<file path="src/rtl/nic_txq_pkg.sv">
// Package: shared constants and types of the transmit descriptor queue engine.
// Assumes a 48-bit host address space and 64-bit descriptors.
package nic_txq_pkg;
    localparam int HOST_AW = 48;
    localparam int DESC_W  = 64;
    localparam int DESC_BYTES_LOG2 = 3;

    // Register select encodings
    localparam logic REG_DOORBELL = 1'b0;
    localparam logic REG_CTRL     = 1'b1;

    // Descriptor as held in host memory: length on top, address at bottom
    typedef struct packed {
        logic [7:0]         len;
        logic [7:0]         port;
        logic [HOST_AW-1:0] addr;
    } txq_desc_t;

    typedef enum logic [1:0] {
        ST_IDLE  = 2'd0,
        ST_FETCH = 2'd1,
        ST_DMA   = 2'd2,
        ST_CPL   = 2'd3
    } txq_state_e;
endpackage

</file>
<file path="src/rtl/txq_ring_ptr.sv">
// Module: ring index counter. Advances by one on each strobe and wraps
// naturally at 2**IDX_W. Assumes the ring depth is a power of two.
module txq_ring_ptr #(
    parameter int IDX_W = 4
) (
    input  logic             clk,
    input  logic             rst_n,
    input  logic             adv,
    output logic [IDX_W-1:0] ptr
);
    // Purpose: hold the index and step it on each advance strobe
    always_ff @(posedge clk) begin
        if (!rst_n)
            ptr <= '0;
        else if (adv)
            ptr <= ptr + 1'b1;
    end
endmodule

</file>
<file path="src/rtl/txq_ctrl_regs.sv">
// Module: software-visible write registers. Holds the producer index
// written through the doorbell and the sticky interrupt level.
// Assumes one register write per cycle. A completion beats a clear.
module txq_ctrl_regs import nic_txq_pkg::*; #(
    parameter int IDX_W = 4
) (
    input  logic             clk,
    input  logic             rst_n,
    input  logic             reg_wr_en,
    input  logic             reg_sel,
    input  logic [IDX_W-1:0] reg_wdata,
    input  logic             cpl_done,
    output logic [IDX_W-1:0] sq_tail,
    output logic             irq
);
    logic db_wr;
    logic clr_wr;

    assign db_wr  = reg_wr_en && (reg_sel == REG_DOORBELL);
    assign clr_wr = reg_wr_en && (reg_sel == REG_CTRL) && reg_wdata[0];

    // Purpose: capture the producer index from a doorbell write
    always_ff @(posedge clk) begin
        if (!rst_n)
            sq_tail <= '0;
        else if (db_wr)
            sq_tail <= reg_wdata;
    end

    // Purpose: set irq on completion, clear on control write, set has priority
    always_ff @(posedge clk) begin
        if (!rst_n)
            irq <= 1'b0;
        else if (cpl_done)
            irq <= 1'b1;
        else if (clr_wr)
            irq <= 1'b0;
    end
endmodule

</file>
<file path="src/rtl/txq_sequencer.sv">
// Module: per-descriptor sequencer. Steps through fetch, DMA and
// completion write for one descriptor at a time, holding each request
// until its handshake arrives. Assumes the responders answer eventually.
module txq_sequencer import nic_txq_pkg::*; #(
    parameter int                 IDX_W          = 4,
    parameter logic [HOST_AW-1:0] SQ_BASE        = 48'h0000_0001_0000,
    parameter logic [HOST_AW-1:0] CQ_BASE        = 48'h0000_0002_0000,
    parameter int                 CQE_BYTES_LOG2 = 1
) (
    input  logic               clk,
    input  logic               rst_n,
    input  logic [IDX_W-1:0]   sq_head,
    input  logic [IDX_W-1:0]   sq_tail,
    input  logic [IDX_W-1:0]   cq_tail,
    output logic               head_adv,
    output logic               cq_adv,
    output logic               rd_req,
    output logic [HOST_AW-1:0] rd_addr,
    input  logic               rd_valid,
    input  logic [DESC_W-1:0]  rd_data,
    output logic               dma_req,
    output logic [HOST_AW-1:0] dma_addr,
    output logic [7:0]         dma_port,
    output logic [7:0]         dma_len,
    input  logic               dma_done,
    input  logic               dma_err,
    output logic               cq_wr_req,
    output logic [HOST_AW-1:0] cq_wr_addr,
    output logic [IDX_W:0]     cq_wr_data,
    input  logic               cq_wr_ack
);
    localparam int PAD_W = HOST_AW - IDX_W;

    txq_state_e state_q, state_d;
    txq_desc_t  desc_q;
    logic [IDX_W-1:0] slot_q;
    logic             ok_q;

    // Purpose: next-state decision from ring occupancy and handshakes
    always_comb begin
        state_d = state_q;
        unique case (state_q)
            ST_IDLE:  if (sq_head != sq_tail) state_d = ST_FETCH;
            ST_FETCH: if (rd_valid)           state_d = ST_DMA;
            ST_DMA:   if (dma_done)           state_d = ST_CPL;
            ST_CPL:   if (cq_wr_ack)          state_d = ST_IDLE;
            default:                          state_d = ST_IDLE;
        endcase
    end

    // Purpose: state register
    always_ff @(posedge clk) begin
        if (!rst_n)
            state_q <= ST_IDLE;
        else
            state_q <= state_d;
    end

    assign head_adv = (state_q == ST_FETCH) && rd_valid;
    assign cq_adv   = (state_q == ST_CPL) && cq_wr_ack;

    // Purpose: latch the fetched descriptor, its slot and the DMA outcome
    always_ff @(posedge clk) begin
        if (!rst_n) begin
            desc_q <= '0;
            slot_q <= '0;
            ok_q   <= 1'b0;
        end else begin
            if (head_adv) begin
                desc_q <= txq_desc_t'(rd_data);
                slot_q <= sq_head;
            end
            if ((state_q == ST_DMA) && dma_done)
                ok_q <= !dma_err;
        end
    end

    // Request outputs decoded from the state
    assign rd_req     = (state_q == ST_FETCH);
    assign rd_addr    = SQ_BASE + ({{PAD_W{1'b0}}, sq_head} << DESC_BYTES_LOG2);
    assign dma_req    = (state_q == ST_DMA);
    assign dma_addr   = desc_q.addr;
    assign dma_port   = desc_q.port;
    assign dma_len    = desc_q.len;
    assign cq_wr_req  = (state_q == ST_CPL);
    assign cq_wr_addr = CQ_BASE + ({{PAD_W{1'b0}}, cq_tail} << CQE_BYTES_LOG2);
    assign cq_wr_data = {ok_q, slot_q};
endmodule

</file>
<file path="src/rtl/nic_tx_queue_engine.sv">
// Module: top of the transmit descriptor queue engine for one port.
// Connects the register block, the consumer and completion index counters
// and the sequencer. Assumes RING_DEPTH is a power of two and both rings
// share that depth.
module nic_tx_queue_engine import nic_txq_pkg::*; #(
    parameter int                 RING_DEPTH     = 16,
    parameter logic [HOST_AW-1:0] SQ_BASE        = 48'h0000_0001_0000,
    parameter logic [HOST_AW-1:0] CQ_BASE        = 48'h0000_0002_0000,
    parameter int                 CQE_BYTES_LOG2 = 1,
    localparam int                IDX_W          = $clog2(RING_DEPTH)
) (
    input  logic               clk,
    input  logic               rst_n,
    input  logic               reg_wr_en,
    input  logic               reg_sel,
    input  logic [IDX_W-1:0]   reg_wdata,
    output logic               rd_req,
    output logic [HOST_AW-1:0] rd_addr,
    input  logic               rd_valid,
    input  logic [DESC_W-1:0]  rd_data,
    output logic               dma_req,
    output logic [HOST_AW-1:0] dma_addr,
    output logic [7:0]         dma_port,
    output logic [7:0]         dma_len,
    input  logic               dma_done,
    input  logic               dma_err,
    output logic               cq_wr_req,
    output logic [HOST_AW-1:0] cq_wr_addr,
    output logic [IDX_W:0]     cq_wr_data,
    input  logic               cq_wr_ack,
    output logic               irq
);
    logic [IDX_W-1:0] sq_head;
    logic [IDX_W-1:0] sq_tail;
    logic [IDX_W-1:0] cq_tail;
    logic             head_adv;
    logic             cq_adv;

    txq_ctrl_regs #(.IDX_W(IDX_W)) u_regs (
        .clk       (clk),
        .rst_n     (rst_n),
        .reg_wr_en (reg_wr_en),
        .reg_sel   (reg_sel),
        .reg_wdata (reg_wdata),
        .cpl_done  (cq_adv),
        .sq_tail   (sq_tail),
        .irq       (irq)
    );

    txq_ring_ptr #(.IDX_W(IDX_W)) u_sq_head (
        .clk   (clk),
        .rst_n (rst_n),
        .adv   (head_adv),
        .ptr   (sq_head)
    );

    txq_ring_ptr #(.IDX_W(IDX_W)) u_cq_tail (
        .clk   (clk),
        .rst_n (rst_n),
        .adv   (cq_adv),
        .ptr   (cq_tail)
    );

    txq_sequencer #(
        .IDX_W          (IDX_W),
        .SQ_BASE        (SQ_BASE),
        .CQ_BASE        (CQ_BASE),
        .CQE_BYTES_LOG2 (CQE_BYTES_LOG2)
    ) u_seq (
        .clk        (clk),
        .rst_n      (rst_n),
        .sq_head    (sq_head),
        .sq_tail    (sq_tail),
        .cq_tail    (cq_tail),
        .head_adv   (head_adv),
        .cq_adv     (cq_adv),
        .rd_req     (rd_req),
        .rd_addr    (rd_addr),
        .rd_valid   (rd_valid),
        .rd_data    (rd_data),
        .dma_req    (dma_req),
        .dma_addr   (dma_addr),
        .dma_port   (dma_port),
        .dma_len    (dma_len),
        .dma_done   (dma_done),
        .dma_err    (dma_err),
        .cq_wr_req  (cq_wr_req),
        .cq_wr_addr (cq_wr_addr),
        .cq_wr_data (cq_wr_data),
        .cq_wr_ack  (cq_wr_ack)
    );
endmodule

</file>
<file path="config.mk">
export PLATFORM = sky130hd
export DESIGN_NAME = nic_tx_queue_engine
export DESIGN_NICKNAME = d
export VERILOG_FILES = /design/src/rtl/nic_txq_pkg.sv /design/src/rtl/txq_ring_ptr.sv /design/src/rtl/txq_ctrl_regs.sv /design/src/rtl/txq_sequencer.sv /design/src/rtl/nic_tx_queue_engine.sv
export SDC_FILE = /design/constraint.sdc
export NUM_CORES = 1
export LEC_CHECK = 0
export BUFFER_PORTS_ARGS = -buffer_cell sky130_fd_sc_hd__buf_2
export CAP_MARGIN = 20
export CELL_PAD_IN_SITES_DETAIL_PLACEMENT = 0
export CELL_PAD_IN_SITES_GLOBAL_PLACEMENT = 2
export CORE_ASPECT_RATIO = 0.9
export CORE_MARGIN = 4
export CORE_UTILIZATION = 19
export CTS_CLUSTER_DIAMETER = 50
export DETAILED_ROUTE_END_ITERATION = 12
export GPL_TIMING_DRIVEN = 0
export PLACE_DENSITY = 0.77
export SLEW_MARGIN = 5
export SYNTH_ARGS = -nofsm -noshare
export SYNTH_HDL_FRONTEND = slang
export SYNTH_SLANG_ARGS = --single-unit
</file>
<file path="constraint.sdc">
create_clock -name clk -period 1.5 [get_ports clk]
set_input_delay 0.075 -clock clk [delete_from_list [all_inputs] [get_ports clk]]
set_output_delay 0.075 -clock clk [all_outputs]
set_load 0.005 [all_outputs]
</file>
# Word-level counts from Yosys, hierarchy flattened
# Index checks and enable logic that the tools add are counted.
# classes
n_mul,0
n_reduce_logical,10
n_addsub,4
mux,7
n_div,0
n_shift,0
n_lt_le_gt_ge,0
bitwise,1
eq_ne,8
# op_table
cell,count
adder 18 x 5 -> 19 bit (first input constant),1
adder 17 x 7 -> 18 bit (first input constant),1
adder 4 x 1 -> 4 bit (second input constant),2
2-to-1 mux 2 bit,4
!= test 2 x 1 -> 1 bit (second input constant),4
one-hot mux 2 bit (4 select lines),1
logical AND 1 bit,6
== test 2 bit (second input constant),2
!= test 4 bit,1
AND reduction 4 bit,1
== test 2 x 1 -> 1 bit (second input constant),1
zero test 2 bit,1
2-to-1 mux 1 bit,2
nonzero test 2 bit,1
zero test 1 bit,1
NOT 1 bit,1
# totals
latchBits,0
inputBits,76
ff_bits,84
mem_bits_rw,0
mem_bits_ro,0
word_cells,40
out_inout_bits,169
n_memories,0

# Logic depth before layout (Yosys ltp)
# depth
depth_word,4
ltp_mapped,7
ltp_nobuf,6

# By module
# Synthesis repeated with hierarchy kept, for this count alone.
# hier_totals
hier_cells,491
hier_area_um2,3947.5
# by_module_without_submodules
mod,cells_per_inst,area_per_inst_um2,seq_area_each_um2,n_inst
txq_sequencer,436,3388.2,1421.4,1
txq_ring_ptr,16,176.4,80.1,2
txq_ctrl_regs,23,206.4,100.1,1

# Worst setup path before layout
# OpenSTA, ideal clock, no wires.
# synth_path
path_type,register to register
start,reg u_seq.state_q[1]
end,"reg u_seq.desc_q, in the netlist u_seq.dma_addr[25]"
t_arrival_ps,1445
t_required_ps,1429
period_less_slack_ps,1516
path_buffers,2
setup_time_ps,71
path_stages_with_launch,8
path_slack_ps,-16
cell_sequence,dfxtp_1 > inv_1 > ha_1 > nand2_1 > buf_2 > buf_1 > nand2_1 > a21oi_1
# synth_between
elab_chain_len,2
# synth_lines
element,line_no,rtl
from (decl),txq_sequencer.sv:34,"txq_state_e state_q, state_d;"
from (signal assigned),txq_sequencer.sv:56,state_q <= state_d;
== test 2 x 1 -> 1 bit,n/a,
named net rd_req,nic_tx_queue_engine.sv:17,"output logic rd_req,"
logical AND 1 bit,txq_sequencer.sv:59,assign head_adv = (state_q == ST_FETCH) && rd_valid;
to (signal assigned),txq_sequencer.sv:70,desc_q <= txq_desc_t'(rd_data);
to (decl),txq_sequencer.sv:35,txq_desc_t desc_q;
# The timed path passes the listed nets, and every way through them passes these cells.
# A chain may end at the register's enable or synchronous reset.

# Final worst setup path
# layout_path
start,reg u_seq.state_q[1]
end,reg u_seq.state_q[0]
# layout_between
elab_chain_len,3
elab_cells_between_ends,10
classes_between,7 x eq/ne; 1 x mux; 2 x reduce/logical
# layout_lines
element,line_no,rtl
== test 2 bit (tied with other cells),txq_sequencer.sv:42,unique case (state_q)
!= test 2 x 1 -> 1 bit (no source line),n/a,
AND reduction 4 bit (no source line),n/a,
# Several ways; a longest one is shown, not always the timed one.

==> reports/qor.txt <==
Final setup margin -> 56.01 ps
Post-synth top flop -> dfxtp_1
Critical path type -> register to register
Detail Placement HPWL -> 9.452 mm
Setup-failing EPs final -> 0
Port Buffers -> 156
Die H -> 141.5 microns
R2R cell count -> 6
CP Launch Type -> register
Antenna violations before repair -> 0
Power Total -> 7.201 mW
Crit-path max FO -> 4
EDFF count, synth -> 0
Clock transition at path regs -> 60 ps
Worst reg2reg setup slack -> 60 ps
Post-Place Cells -> 964
Antenna-violating nets left -> 0
Final Hold Fails -> 0
Max-cap violations -> 0
Clock Tree Buf Depth -> 2
Clock root buffer -> clkbuf_16
H-tree Lvls -> 3
Static Leak -> 3.085 nW
Num CTS Buffers -> 9
CTS Sinks -> 84
Slowest stage delay, CP -> 380 ps
Register area share after synthesis -> 44.71%
Arr. time, crit path -> 1700 ps
Min Tclk post-route -> 1444 ps
N_diodes -> 0
Fmax -> 692.5 MHz
Final wirelength -> 12.41 mm
Reg-to-reg endpoint -> u_seq.state_q[0]
Dominant cell type by area after synthesis -> dfxtp_1
Layout cell share with drive strength beyond 1 -> 35.75%
Worst Hold Depth -> 3
CP Launch Point -> u_seq.state_q[1]
Cell Area, Synth -> 0.003761 sq mm
DP Area -> 0.005179 sq mm
Fin nets -> 878
Core region area -> 0.01934 sq mm
Data required, critical path -> 1760 ps
Slew Viols, Final -> 0
CP max-delay cell -> dfxtp_4
Status -> complete, no violations
Crit-path cells -> inv_2, ha_4, a222oi_1, buf_4, o21ai_1, a211oi_2
Syn avg cell area -> 7.968 sq um
Area Overhead vs Synth -> 66.73%
Gpl congestion -> 0.7101
Worst flop-to-flop path startpoint -> u_seq.state_q[1]
I/O Pins -> 245
Min-Delay Path Class -> input pin to register
CTS tree -> built
Non-Filler Instances -> 1050
Worst VDD drop -> 0.0005018 V
Overall die width -> 156.3 microns
Design area -> 0.006271 sq mm
Synth unique cells -> 27
Total grt overflow -> 0
Iteration-0 DRC Markers -> 150
P per Cell Area -> 1148 mW/mm^2
First-pass iteration count of the detailed router -> 4
Share of the synthesized area in the top cell type -> 44.71%
Hold_sp -> rst_n
Vias in the first global route -> 3453
Via density -> 3.514
Hold Path Sink -> u_seq.state_q[1]
Worst slew margin -> 55.25%
Synth cell count leaders -> nand2_1, buf_4, dfxtp_1
Row count -> 48
RSZ-0062 raised after global routing -> no
Critical path capture point type -> register
Slew @ Worst Pin -> 671.2 ps
Yosys reg bits -> 84
YS warnings -> 0
Most common cell in the netlist -> nand2_1
Pre-CTS WS -> -514.9 ps
Largest net degree at the start of global routing -> 20
Worst-Skew Late Latency -> 350 ps
Mapped Cells -> 472
Via count -> 3690
Initial Utilization -> 19.45%
First-pass GRT wire length -> 18.49 mm
Fraction of registers with async set or reset after synthesis -> 0%
Die Area -> 0.02211 sq mm
Main area contributors after synthesis -> dfxtp_1, buf_4, nand2_1
Final cycle utilization of the critical path -> 96.27%
Drc violations -> 0
Routed length per instance -> 11.82 microns
Overall global routing resource usage -> 10.65%
Final Skew -> 7.070 ps
-- power breakdown --
part | total [mW] | internal, mW | switching, mW
Sequential | 2.70 | 2.52 | 0.174
Combinational | 2.05 | 0.968 | 1.08
Clock | 2.45 | 1.47 | 0.981
Total | 7.20 | 4.96 | 2.24
-- through the flow --
stage,utilization (%),hold WS [ps],setup TNS [ps]
2_1_floorplan,-,190.2,0
5_1_grt,32.43,38.26,0
6_report,32.43,34.94,0
3_5_place_dp,26.78,286.2,-29680
4_1_cts,32.27,14.32,0
3_3_place_gp,26.78,281.8,-29190
-- worst max-delay path by stage --
stage / end / slack (ps) / cells past startpoint
after floorplan: u_seq.state_q[0] / 8 / 5
after global placement: u_sq_head.ptr[0] / -500 / 7
after detailed placement: u_sq_head.ptr[0] / -510 / 7
after CTS: u_seq.state_q[0] / 2 / 6
after global routing: u_seq.dma_addr[24] / 2 / 6
final: u_seq.state_q[0] / 60 / 6
-- critical path: cells and delay by family, from the launching register on --
kind                     cells  cell delay (ps)
AO/OA/AOI/OAI                3              550
adder cells (fa/ha/maj)      1              180
buffers and inverters        2              260
flip-flops                   1              380
-- cells in the final DEF (no fill, tap or decap), types with 2 or more instances in the layout --
cell and count:
a21oi_1 73, buf_1 5, buf_2 162, buf_4 94, bufinv_16 2, clkbuf_1 5, clkbuf_16 9, clkbuf_2 2
clkbuf_4 2, conb_1 88, dfxtp_1 82, dlygate4sd3_1 70, ha_1 4, ha_4 2, inv_1 4, inv_2 2
inv_6 2, mux2i_1 4, nand2_1 144, nand3_1 5, nor2_1 10, or3_1 2, xnor2_1 5, xor2_1 4
-- state kept, by name, indices dropped and copies added, names as in the netlist --
register and flops:
u_regs.sq_tail 4, u_seq.state_q 2, u_regs.irq 1, u_seq.slot_q 4, u_sq_head.ptr 4, u_cq_tail.ptr 4
u_seq.dma_addr 48, u_seq.ok_q 1, u_seq.dma_len 8, u_seq.dma_port 8
-- kinds of logic after synthesis --
logic type	share of synthesized area, %
AO/OA/AOI/OAI	11.51
XOR/XNOR	2.096
adder cells (fa/ha/maj)	2.329
buffers and inverters	21.12
flip-flops	44.71
multiplexers	1.065
other	0.1997
AND/OR/NAND/NOR	16.97
-- area by class of cell --
class	instances	area, sq um
fill	2149	13070
sequential	84	1687
multi-input combinational	354	1645
timing repair buffer	228	1496
buffer	112	783.3
tap	250	312.8
clock buffer	9	225.2
clock inverter	7	98.84
inverter	6	22.52
-- what timing repair did --
item | in CTS | in global routing
hold buffers | 70 | 0
setup buffers | 1 | 1
resized for setup | 16 | 9
endpoints found under the setup margin | 74 | 58
pin swaps | 1 | 1
hold endpoints to repair | 69 | 0
-- per-layer routing --
| layer | track usage, % | wire length [microns] | vias up |
|---|---|---|---|
| li1 | - | - | 1975 |
| met2 | 17.37 | 5744 | 130 |
| met3 | 4.300 | 1030 | 10 |
| met5 | 0 | 0 | - |
| met1 | 13.15 | 5525 | 1575 |
| met4 | 2.603 | 106 | 0 |
(Power assumes the default switching activity.)
